**src/rtl/irq_router_pkg.sv**
```systemverilog
package irq_router_pkg;
  localparam int NUM_CORES    = 4;
  localparam int SRC_PER_CORE = 4;
  localparam int CORE_W       = $clog2(NUM_CORES);
  localparam int CTL_W        = 2 * SRC_PER_CORE;
  localparam int DATA_W       = 32;
  localparam int ADDR_W       = 8;
  localparam int SRC_W        = NUM_CORES * SRC_PER_CORE;
  localparam int UP_BIT       = 2 * SRC_PER_CORE;
  localparam int RSVD_W       = DATA_W - UP_BIT - 1;

  localparam logic [ADDR_W-1:0] OFF_ROUTE = 8'h0C;
  localparam logic [3:0] BANK_TMR = 4'h4;
  localparam logic [3:0] BANK_MBX = 4'h5;
  localparam logic [3:0] BANK_IRQ = 4'h6;
  localparam logic [3:0] BANK_FIQ = 4'h7;

  typedef enum logic [2:0] {
    SEL_NONE, SEL_ROUTE, SEL_TMR, SEL_MBX, SEL_IRQ, SEL_FIQ
  } regSel_e;

  typedef struct packed {
    logic              wrRoute;
    logic              wrTmr;
    logic              wrMbx;
    logic [CORE_W-1:0] core;
    regSel_e           rdSel;
  } ctrlStrobe_t;
endpackage

```
**src/rtl/irq_router_steer.sv**
```systemverilog
module irq_router_steer #(
  parameter int N = 4
) (
  input  logic [N-1:0]   active,
  input  logic [2*N-1:0] ctl,
  output logic [N-1:0]   toIrq,
  output logic [N-1:0]   toFiq
);
  for (genvar s = 0; s < N; s++) begin : g_src
    logic fiqSel;
    logic irqEn;
    assign fiqSel   = ctl[s + N];
    assign irqEn    = ctl[s];
    assign toFiq[s] = active[s] & fiqSel;
    assign toIrq[s] = active[s] & irqEn & ~fiqSel;
  end
endmodule

```
**src/rtl/irq_router_ctrl.sv**
```systemverilog
module irq_router_ctrl
  import irq_router_pkg::*;
(
  input  logic              regValid,
  input  logic              regWrite,
  input  logic [ADDR_W-1:0] regAddr,
  output ctrlStrobe_t       strobe
);
  logic [3:0] bank;
  logic       aligned;
  regSel_e    hit;

  assign bank    = regAddr[7:4];
  assign aligned = (regAddr[1:0] == 2'b00);

  always_comb begin
    hit = SEL_NONE;
    if (regAddr == OFF_ROUTE)             hit = SEL_ROUTE;
    else if (aligned && bank == BANK_TMR) hit = SEL_TMR;
    else if (aligned && bank == BANK_MBX) hit = SEL_MBX;
    else if (aligned && bank == BANK_IRQ) hit = SEL_IRQ;
    else if (aligned && bank == BANK_FIQ) hit = SEL_FIQ;
  end

  always_comb begin
    strobe.core    = regAddr[CORE_W+1:2];
    strobe.wrRoute = regValid && regWrite && (hit == SEL_ROUTE);
    strobe.wrTmr   = regValid && regWrite && (hit == SEL_TMR);
    strobe.wrMbx   = regValid && regWrite && (hit == SEL_MBX);
    strobe.rdSel   = (regValid && !regWrite) ? hit : SEL_NONE;
  end
endmodule

```
**src/rtl/irq_router_dp.sv**
```systemverilog
module irq_router_dp
  import irq_router_pkg::*;
(
  input  logic                        clk,
  input  logic                        rstN,
  input  ctrlStrobe_t                 strobe,
  input  logic [CTL_W-1:0]            wrByte,
  input  logic [SRC_W-1:0]            timerIn,
  input  logic [SRC_W-1:0]            mboxIn,
  input  logic                        upIrq,
  input  logic                        upFiq,
  output logic [DATA_W-1:0]           rdData,
  output logic [NUM_CORES*DATA_W-1:0] irqPendFlat,
  output logic [NUM_CORES*DATA_W-1:0] fiqPendFlat,
  output logic [NUM_CORES-1:0]        coreIrq,
  output logic [NUM_CORES-1:0]        coreFiq
);
  logic [CORE_W-1:0] routeIrqCore;
  logic [CORE_W-1:0] routeFiqCore;
  logic [CTL_W-1:0]  tmrCtlArr [NUM_CORES];
  logic [CTL_W-1:0]  mbxCtlArr [NUM_CORES];
  logic [DATA_W-1:0] irqPendArr [NUM_CORES];
  logic [DATA_W-1:0] fiqPendArr [NUM_CORES];

  always_ff @(posedge clk or negedge rstN) begin
    if (!rstN) begin
      routeIrqCore <= '0;
      routeFiqCore <= '0;
    end else if (strobe.wrRoute) begin
      routeIrqCore <= wrByte[CORE_W-1:0];
      routeFiqCore <= wrByte[2*CORE_W-1:CORE_W];
    end
  end

  for (genvar c = 0; c < NUM_CORES; c++) begin : g_core
    logic [CTL_W-1:0]        tmrCtlQ;
    logic [CTL_W-1:0]        mbxCtlQ;
    logic [SRC_PER_CORE-1:0] tmrIrq, tmrFiq, mbxIrq, mbxFiq;
    logic                    upIrqHere, upFiqHere;
    logic                    thisCore;

    assign thisCore = (strobe.core == CORE_W'(c));

    always_ff @(posedge clk or negedge rstN) begin
      if (!rstN) begin
        tmrCtlQ <= '0;
        mbxCtlQ <= '0;
      end else begin
        if (strobe.wrTmr && thisCore) tmrCtlQ <= wrByte;
        if (strobe.wrMbx && thisCore) mbxCtlQ <= wrByte;
      end
    end

    irq_router_steer #(.N(SRC_PER_CORE)) u_tmr (
      .active(timerIn[c*SRC_PER_CORE +: SRC_PER_CORE]),
      .ctl   (tmrCtlQ),
      .toIrq (tmrIrq),
      .toFiq (tmrFiq)
    );

    irq_router_steer #(.N(SRC_PER_CORE)) u_mbx (
      .active(mboxIn[c*SRC_PER_CORE +: SRC_PER_CORE]),
      .ctl   (mbxCtlQ),
      .toIrq (mbxIrq),
      .toFiq (mbxFiq)
    );

    assign upIrqHere = upIrq && (routeIrqCore == CORE_W'(c));
    assign upFiqHere = upFiq && (routeFiqCore == CORE_W'(c));

    assign irqPendArr[c] = {{RSVD_W{1'b0}}, upIrqHere, mbxIrq, tmrIrq};
    assign fiqPendArr[c] = {{RSVD_W{1'b0}}, upFiqHere, mbxFiq, tmrFiq};
    assign tmrCtlArr[c]  = tmrCtlQ;
    assign mbxCtlArr[c]  = mbxCtlQ;
    assign irqPendFlat[c*DATA_W +: DATA_W] = irqPendArr[c];
    assign fiqPendFlat[c*DATA_W +: DATA_W] = fiqPendArr[c];

    always_ff @(posedge clk or negedge rstN) begin
      if (!rstN) begin
        coreIrq[c] <= 1'b0;
        coreFiq[c] <= 1'b0;
      end else begin
        coreIrq[c] <= |irqPendArr[c];
        coreFiq[c] <= |fiqPendArr[c];
      end
    end
  end

  always_comb begin
    unique case (strobe.rdSel)
      SEL_ROUTE: rdData = DATA_W'({routeFiqCore, routeIrqCore});
      SEL_TMR:   rdData = DATA_W'(tmrCtlArr[strobe.core]);
      SEL_MBX:   rdData = DATA_W'(mbxCtlArr[strobe.core]);
      SEL_IRQ:   rdData = irqPendArr[strobe.core];
      SEL_FIQ:   rdData = fiqPendArr[strobe.core];
      default:   rdData = '0;
    endcase
  end
endmodule

```
**src/rtl/core_irq_router.sv**
```systemverilog
module core_irq_router
  import irq_router_pkg::*;
(
  input  logic                 clk,
  input  logic                 rstN,
  input  logic                 regValid,
  input  logic                 regWrite,
  input  logic [ADDR_W-1:0]    regAddr,
  input  logic [DATA_W-1:0]    regWdata,
  output logic [DATA_W-1:0]    regRdata,
  input  logic [SRC_W-1:0]     timerIn,
  input  logic [SRC_W-1:0]     mboxNonzero,
  input  logic                 upIrq,
  input  logic                 upFiq,
  output logic [NUM_CORES-1:0] coreIrq,
  output logic [NUM_CORES-1:0] coreFiq
);
  ctrlStrobe_t                 strobe;
  logic [NUM_CORES*DATA_W-1:0] irqPendFlat;
  logic [NUM_CORES*DATA_W-1:0] fiqPendFlat;
  logic                        unusedWdataHi;

  assign unusedWdataHi = ^regWdata[DATA_W-1:CTL_W];

  irq_router_ctrl u_ctrl (
    .regValid(regValid),
    .regWrite(regWrite),
    .regAddr (regAddr),
    .strobe  (strobe)
  );

  irq_router_dp u_dp (
    .clk        (clk),
    .rstN       (rstN),
    .strobe     (strobe),
    .wrByte     (regWdata[CTL_W-1:0]),
    .timerIn    (timerIn),
    .mboxIn     (mboxNonzero),
    .upIrq      (upIrq),
    .upFiq      (upFiq),
    .rdData     (regRdata),
    .irqPendFlat(irqPendFlat),
    .fiqPendFlat(fiqPendFlat),
    .coreIrq    (coreIrq),
    .coreFiq    (coreFiq)
  );
endmodule

```
**config.mk**
```make
export PLATFORM = sky130hd
export DESIGN_NAME = core_irq_router
export DESIGN_NICKNAME = d
export VERILOG_FILES = /design/src/rtl/irq_router_pkg.sv /design/src/rtl/irq_router_steer.sv /design/src/rtl/irq_router_ctrl.sv /design/src/rtl/irq_router_dp.sv /design/src/rtl/core_irq_router.sv
export SDC_FILE = /design/constraint.sdc
export NUM_CORES = 1
export LEC_CHECK = 0
export ABC_AREA = 1
export BUFFER_PORTS_ARGS = -buffer_cell sky130_fd_sc_hd__buf_4
export CORE_MARGIN = 8
export CORE_UTILIZATION = 55
export CTS_CLUSTER_SIZE = 24
export DETAILED_ROUTE_END_ITERATION = 6
export GPL_ROUTABILITY_DRIVEN = 0
export PLACE_DENSITY_LB_ADDON = 0.25
export SLEW_MARGIN = 20
export SYNTH_ARGS = -nofsm -noshare
export SYNTH_HDL_FRONTEND = slang
export SYNTH_SLANG_ARGS = --single-unit
```
**constraint.sdc**
```tcl
create_clock -name clk -period 1.8 [get_ports clk]
set_input_delay 0.36 -clock clk [delete_from_list [all_inputs] [get_ports clk]]
set_output_delay 0.36 -clock clk [all_outputs]
set_load 0.1 [all_outputs]
```
Word-level counts from Yosys, hierarchy flattened. Cells that the tools add are included. Widths: inputs -> output; s select.

Output and inout port bits: 40. Input bits: 78. Flip-flop bits (word level): 76. Word-level logic and storage cells: 227.

Eq/ne operators: 22. Muxes and demuxes: 19. Bitwise gates (word level): 129. Magnitude comparators: 1. Reductions and logical operators: 38.

Operators with widths (count): $pmux 32 s5 (1); $bmux 32 s2 (2); $mux 32 (4); $and 1x1->1 (96); $reduce_or 9->1 (8); $bmux 8 s2 (2); $mux 8 (4); $not 1->1 (32); $logic_and 1x1->1 (25); $mux 3 (6); $eq 4x3->1 const B (4); $eq 2x2->1 const B (6); $eq 3x2->1 const B (4); $eq 8x4->1 const B (1); $logic_not 2->1 (4); $eq 2x1->1 const B (3); $eq 3x1->1 const B (2); $eq 3x3->1 const B (2); $ge 3x3->1 const B (1); $not 2->3 (1); $logic_not 1->1 (1).

Depth between registers and ports, before layout. Gate-level depths: netlist (run 1).

Depth in word-level cells: 10. Depth in mapped cells: 11. Depth with buffers taken out: 9.

Cells and area by module. Synthesis (run 1) repeated with hierarchy kept, for this count alone.

Cells, all modules: 1022. Area, all modules: 6596.3 µm².

By module, submodules not included: irq_router_dp (times used 1, area an instance 5894.4 µm², seq. area each 1901.8 µm², cells each 864); irq_router_steer (times used 8, area an instance 70.1 µm², seq. area each 0.0 µm², cells each 16); irq_router_ctrl (times used 1, area an instance 141.4 µm², seq. area each 0.0 µm², cells each 30).

Worst setup path before layout (run 1). OpenSTA, ideal clock, no wires.

Path type: input port to output port. Start: in regAddr[2]. End: out regRdata[2]. Path buffers: 2. Cell stages on the path: 10. Path slack: -0.339 ns. Arrival time: 1.779 ns. Data required time: 1.440 ns. Path through: buf_6 -> inv_6 -> nor2_8 -> buf_6 -> nand2_1 -> nand2_1 -> nor2_1 -> nor2_1 -> nor2_1 -> nand2_1.

Longest elaborated chain between the ends: 5. Elaborated cells on any way between the ends: 22. Classes of those cells: eq/ne: 6; mux: 15; bitwise: 1.

Ends and longest elaborated chain: from (decl) (line core_irq_router.sv:8) `input logic [ADDR_W-1:0] regAddr,`; $eq 8x4->1 / $not 2->3 (equally long branches); $mux 3 (tied with other cells) (line irq_router_ctrl.sv:18) `if (regAddr == OFF_ROUTE) hit = SEL_ROUTE;`; $mux 3 (tied with other cells) (line irq_router_ctrl.sv:30) `strobe.rdSel = (regValid && !regWrite) ? hit : SEL_NONE;`; $eq 3x3->1 (tied with other cells) (line irq_router_dp.sv:90) `unique case (strobe.rdSel)`; $pmux 32 s5 * (line irq_router_dp.sv:90); to (decl) (line core_irq_router.sv:10) `output logic [DATA_W-1:0] regRdata,`.

Every way passes the cells marked *; elsewhere a longest branch is shown, timed or not. The select of a mux whose other input is x is not followed.

Worst setup path after layout (run 1).
Start: reg u_dp.g_core[0].mbxCtlQ[3]. End: out regRdata[7].

Longest elaborated chain between the ends: 6.

Ends and longest elaborated chain: from (decl) (line irq_router_dp.sv:37) `logic [CTL_W-1:0] mbxCtlQ;`; from (signal assigned) (line irq_router_dp.sv:50) `if (strobe.wrMbx && thisCore) mbxCtlQ <= wrByte;`; $and 1x1->1 (2 in series) (line irq_router_steer.sv:15) `assign toIrq[s] = active[s] & irqEn & ~fiqSel;`; $bmux 32 s2 (line irq_router_dp.sv:94) `SEL_IRQ: rdData = irqPendArr[strobe.core];`; $mux 32 (implied by the code) (2 in series) (line irq_router_dp.sv:94); $pmux 32 s5 (line irq_router_dp.sv:90).

Every way passes these cells. The select of a mux whose other input is x is not followed.

==> impl_metrics.env, run 1 <==
export IMPL_synth_top_cell_area_share=0.371
export IMPL_syn_cell_area_um2=5130
export IMPL_synth_commonest_cells="nand2_1 (292), nor2_1 (162), dfrtp_1 (76)"
export IMPL_finalMaxSlewViolations=0
export IMPL_timing_final_ws_setup_ns=-0.345
export IMPL_syn_avg_cell_area_um2=6.65
export IMPL_slowest_stage="dfrtp_1"
export IMPL_wire_per_inst_um=20.1
export IMPL_layout_nets=1003
export IMPL_fin_crit_ns=2.14
export IMPL_drt_iter0_markers=1068
export IMPL_firstDrtPassIters=7
export IMPL_setup_viol=9
export IMPL_n_antenna_cell=0
export IMPL_yosysUniqueCellTypes=28
export IMPL_fillers=600
export IMPL_numCtsBuffers=9
export IMPL_status="complete, but fails checks"
export IMPL_clock_latency_ns=0.38
export IMPL_cp_required_ns=1.44
export IMPL_synth_cells=771
export IMPL_cts_tree="built"
export IMPL_synth_largest_area_cell="dfrtp_1"
export IMPL_wl_um=21000
export IMPL_crit_type="register to output port"
export IMPL_yosys_cell_count_top_type="nand2_1"
export IMPL_synth_seq_cells=76
export IMPL_post_route_drc_count=15
export IMPL_path_delay_family="simple AND/OR/NAND/NOR gates"
export IMPL_path_buf_inv=1
export IMPL_cp_start_kind="register"
export IMPL_grt_overflow_total=0
export IMPL_arrival_ns=1.78
export IMPL_grt_max_degree=40
export IMPL_wl_met2_um=9400
export IMPL_max_slew_margin=0.635
export IMPL_io_buffers=70
export IMPL_crit_path_max_fanout=3
export IMPL_clock_sinks=76
export IMPL_ys_warn_count=0
export IMPL_crit_top_cell="nand2_1"
export IMPL_end_kind="output port"
export IMPL_highest_layer="met4"
export IMPL_leakagePower_uw=0.00360
export IMPL_antenna_found_initial=0
export IMPL_tightest_slew_ns=0.547
export IMPL_fin_skew_ns=0.0214
export IMPL_violations="DRC, setup timing"
export IMPL_hpwl_um=13400
export IMPL_finalHoldViolCount=0
export IMPL_met1_length_um=7050
export IMPL_seqCellArea_um2=1910
export IMPL_dieArea_um2=12700
export IMPL_clkTransAtPathRegs_ns=0.08
export IMPL_ant_nets=0
export IMPL_fp_dieH_um=113
export IMPL_boundaryPins=118
export IMPL_dr_wl_met3_um=2780
export IMPL_ys_seq_area_frac=0.371
export IMPL_syn_to_final_growth_pct=40.6
export IMPL_start_util=0.560
export IMPL_cts_max_level=3
export IMPL_rsz0062_at_grt="yes"
export IMPL_via_per_inst=5.97
export IMPL_min_period_over_period=1.19
export IMPL_ys_flop_type="dfrtp_1"
export IMPL_grt_pass1_vias=5814
export IMPL_core_um2=9150
export IMPL_final_core_util=0.787
export IMPL_num_rows=35
export IMPL_min_path_type="primary input to register"
export IMPL_crit_chain="nand2_1 -> nor2_2 -> nand2_1 -> nand2_1 -> nor2_1 -> nor2_1 -> nor2_2 -> nand2_4 -> buf_12"
export IMPL_power_density_nw_per_um2=653
export IMPL_fp_dieW_um=113
export IMPL_cts_root_buffer="clkbuf_8"
export IMPL_vdd_ir_drop_max_v=0.000547
export IMPL_synth_edf_count=0
export IMPL_fmax_mhz=466
export IMPL_track_usage=0.305
export IMPL_ys_top_cells_by_area="dfrtp_1 (37%), nand2_1 (21%), nor2_1 (12%)"
export IMPL_multi_input_area_um2=3150
export IMPL_critPathMaxStageDelay_ns=0.40
export IMPL_vias=6216
export IMPL_grt_first_pass_wirelength_um=29800
export IMPL_cap_violations=0
export IMPL_clock_path_buffers=2
export IMPL_async_flop_share=1.00
export IMPL_drive_above_1_share=0.328
export IMPL_power_uw=4700
==> timing repair <==
action / in CTS / in global routing
setup endpoints to repair: 9 / 10
gates resized for setup: 89 / 68
hold endpoints to repair: 38 / 0
hold buffers: 1 / 0
pin swaps: 34 / 40
buffers inserted: 34 / 10
gates cloned: 2 / 3
==> per-stage QoR <==
| step | std cells | setup TNS [ns] | cell area [um^2] | worst slack (ns) | hold WS (ns) |
|---|---|---|---|---|---|
| finish | 1041 | -2.25 | 7210 | -0.345 | 0.304 |
| floorplan | 793 | 0 | 5280 | 0.00546 | 0.0644 |
| detailed placement | 981 | -2.68 | 6070 | -0.357 | 0.355 |
| CTS | 1034 | -1.79 | 6960 | -0.216 | 0.297 |
| global placement | 981 | -2.36 | 6070 | -0.296 | 0.353 |
| global route | 1041 | -2.82 | 7210 | -0.463 | 0.292 |
==> final timing paths <==
path | endpoint | startpoint | depth (start not counted) | slack [ns]
setup / recovery | regRdata[7] | u_dp.g_core[0].mbxCtlQ[3]$_DFFE_PN0P_ | 9 | -0.34
hold / removal | u_dp.coreFiq[3]$_DFF_PN0_ | timerIn[12] | 3 | 0.30
setup reg to reg | u_dp.coreFiq[0]$_DFF_PN0_ | u_dp.g_core[0].tmrCtlQ[5]$_DFFE_PN0P_ | 11 | 0.16
hold reg to reg | u_dp.g_core[3].tmrCtlQ[0]$_DFFE_PN0P_ | u_dp.g_core[3].tmrCtlQ[0]$_DFFE_PN0P_ | 2 | 0.53
max in group asynchronous | u_dp.g_core[3].mbxCtlQ[4]$_DFFE_PN0P_ | rstN | 3 | 0.71
min in group asynchronous | u_dp.g_core[2].tmrCtlQ[5]$_DFFE_PN0P_ | rstN | 2 | 0.50
==> per-layer routing <==
metal / global-route usage / vias up
li1: - / 2687
met1: 0.349 / 2790
met2: 0.492 / 551
met3: 0.0725 / 188
met4: 0.218 / 0
met5: 0 / -
==> worst min-delay path, cell delays in order <==
cell and delay [ns]:
buf_4 0.09, nand2_1 0.07, nand3_1 0.11
==> power by group <==
part,total (uW),internal [uW],leakage [uW],switching (uW)
clock network,1790,1100,0.000131,686
registers,1820,1770,0.00104,55.4
logic,1100,322,0.00243,775
==> cells by family after synthesis <==
group | count (synthesis) | share of synthesized area
and+or+nand+nor | 520 | 0.437
buffers and inverters | 92 | 0.106
AOI/OAI and AO/OA | 82 | 0.0849
DFF | 76 | 0.371
other | 1 | 0.000731
==> layout by cell type, fill, tap and decap left out, drive strengths merged <==
master       count
o22ai            3
nand2          299
nor3             4
nand3           28
dfrtp           76
buf            161
conb            23
bufinv           4
nor2           171
inv             50
clkbuf          12
nor3b            1
o21bai           1
o21ai           78
dlygate4sd3      1
nand4           18
==> registers in the layout, indices dropped and copies added (netlist names) <==
register	count
u_dp.routeFiqCore	2
u_dp.g_core.mbxCtlQ	32
u_dp.coreIrq	4
u_dp.g_core.tmrCtlQ	32
u_dp.routeIrqCore	2
u_dp.coreFiq	4
==> area by class of cell <==
cell class	instances	area share
multi-input cells	626	0.437
flip-flops and latches	76	0.265
repair buffers	162	0.210
inverters	48	0.0293
clock buffers	12	0.0201
well taps	111	0.0193
clock inverters	4	0.0167
repair inverters	2	0.00243
(Power assumes the default switching activity.)
==> run 2: changes to the inputs <==
==> constraint.sdc (replaced) <==
create_clock -name clk -period 2.25 [get_ports clk]
set_input_delay 0.45 -clock clk [delete_from_list [all_inputs] [get_ports clk]]
set_output_delay 0.45 -clock clk [all_outputs]
set_load 0.1 [all_outputs]
==> run 2 against run 1 <==
  * Largest cell class unchanged
  * Utilization down 9.8 points
  * Via count is 12% lower
  * The run now ends clean
  * Sequential power is 20% lower
  * Worst setup slack better by 0.38 ns
  * Sequential share of layout area increased by 3.7 points
==> impl_metrics.env, run 2 (same netlist as run 1, synthesis figures left out) <==
export IMPL_layout_commonest_cell="nand2_1"
export IMPL_final_core_util=0.689
export IMPL_clkPwrFrac=0.374
export IMPL_clock_sinks=76
export IMPL_vias=5469
export IMPL_seq_power_share=0.410
export IMPL_leakagePower_uw=0.00322
export IMPL_arrival_ns=1.76
export IMPL_cp_start_kind="primary input"
export IMPL_ctsHoldBuffers=0
export IMPL_grt_overflow_total=0
export IMPL_finalHoldViolCount=0
export IMPL_status="finished clean"
export IMPL_drive_above_1_share=0.201
export IMPL_design_area_um2=6310
export IMPL_fp_dieH_um=113
export IMPL_boundaryPins=118
export IMPL_fillers=790
export IMPL_post_route_drc_count=0
export IMPL_whs_ns=0.0905
export IMPL_clock_path_buffers=2
export IMPL_min_period_over_period=0.983
export IMPL_cts_tree="built"
export IMPL_start_util=0.560
export IMPL_grt_pass1_vias=5236
export IMPL_finalMaxSlewViolations=0
export IMPL_postCtsSetupRepairBufs=0
export IMPL_syn_to_final_growth_pct=23.0
export IMPL_power_frac_comb=0.216
export IMPL_cp_required_ns=1.80
export IMPL_wire_per_inst_um=17.4
export IMPL_setup_viol=0
export IMPL_core_um2=9150
export IMPL_ant_nets=0
export IMPL_min_path_type="primary input to asynchronous set/reset pin"
export IMPL_drt_iter0_markers=598
export IMPL_fin_crit_ns=2.21
export IMPL_max_slew_margin=0.596
export IMPL_cts_max_level=3
export IMPL_cap_violations=0
export IMPL_dieArea_um2=12700
export IMPL_io_buffers=70
export IMPL_end_kind="output port"
export IMPL_antenna_found_initial=0
export IMPL_layout_nets=944
export IMPL_crit_path_max_fanout=11
export IMPL_power_density_nw_per_um2=562
export IMPL_p_int_uw=2420
export IMPL_hpwl_um=13100
export IMPL_timing_rr_end="u_dp.coreIrq[0]$_DFF_PN0_"
export IMPL_fmax_mhz=452
export IMPL_track_usage=0.268
export IMPL_p_switching_uw=1130
export IMPL_clock_latency_ns=0.36
export IMPL_fin_skew_ns=0.0150
export IMPL_clkTransAtPathRegs_ns=0.09
export IMPL_vdd_ir_drop_max_v=0.000422
export IMPL_grt_max_degree=48
export IMPL_firstDrtPassIters=6
export IMPL_sw_frac_of_total=0.319
export IMPL_r2r_slack_ns=1.00
export IMPL_wl_um=17100
export IMPL_place_area_um2=5930
export IMPL_reg2reg_from="u_dp.g_core[0].mbxCtlQ[1]$_DFFE_PN0P_"
export IMPL_crit_type="primary input to output port"
export IMPL_tightest_slew_ns=0.607
export IMPL_n_antenna_cell=0
export IMPL_largestRegisters="u_dp.g_core.mbxCtlQ x32, u_dp.g_core.tmrCtlQ x32"
export IMPL_num_rows=35
export IMPL_power_uw=3550
export IMPL_ff2ff_path_depth=4
export IMPL_numCtsBuffers=9
export IMPL_via_per_inst=5.57
export IMPL_cts_root_buffer="clkbuf_8"
export IMPL_final_cell_mix="nand2_1 (281), nor2_1 (154), buf_4 (87)"
export IMPL_grt_first_pass_wirelength_um=26400
export IMPL_fp_dieW_um=113
run 2: power by group through the flow:
| stage | Sequential [uW] | Combinational, uW | Clock, uW |
|---|---|---|---|
| 6_report | 1450 | 766 | 1330 |
| 5_1_grt | 1460 | 807 | 1380 |
| 4_1_cts | 1450 | 753 | 1320 |
| 3_5_place_dp | 1480 | 748 | 0 |
| 3_3_place_gp | 1480 | 738 | 0 |
| 2_1_floorplan | 1570 | 404 | 0 |
run 2: through the flow:
step / worst slack (ns) / TNS, ns / cells
CTS: 0.0159 / 0 / 982
global placement: -0.0507 / -0.154 / 966
finish: 0.0378 / 0 / 982
detailed placement: -0.0585 / -0.188 / 966
floorplan: 0.188 / 0 / 793
global route: -0.0164 / -0.0164 / 982
run 2: worst max path at each step:
stage               startpoint           to  slack (ns)  depth (start not counted)
floorplan           regAddr[2]  regRdata[2]        0.19                         10
global route        regAddr[7]  regRdata[0]       -0.02                         10
global placement    regAddr[3]  regRdata[1]       -0.05                         12
CTS                 regAddr[2]  regRdata[6]        0.02                         11
finish              regAddr[3]  regRdata[4]        0.04                         11
detailed placement  regAddr[5]  regRdata[5]       -0.06                          9
run 2: critical path, stage by stage:
cell     delay [ns]
buf_4          0.14
buf_4          0.15
nand2_4        0.08
buf_12         0.13
nor2_1         0.04
nor2_1         0.16
nand2_1        0.09
nor2_2         0.16
nor2_1         0.08
nand2_2        0.10
buf_12         0.18
run 2: routing by layer:
layer  track usage  vias to the layer above  wire (um)
met1         0.333                     2447       6470
li1              -                     2563          -
met2         0.430                      364       7840
met3        0.0580                       95       1910
met4         0.138                        0        869
met5             0                        -          0
run 2: area by class of cell:
class / instances / area [um^2] / area share
well taps: 111 / 139 / 0.0220
inverters: 48 / 193 / 0.0305
clock buffers: 12 / 155 / 0.0246
clock inverters: 4 / 95.1 / 0.0151
repair buffers: 106 / 993 / 0.158
flip-flops and latches: 76 / 1900 / 0.302
multi-input cells: 625 / 2830 / 0.449
run 2: timing repair:
action	in CTS	in global routing
pin swaps	0	11
gates resized for setup	11	25
endpoints found under the setup margin	8	9
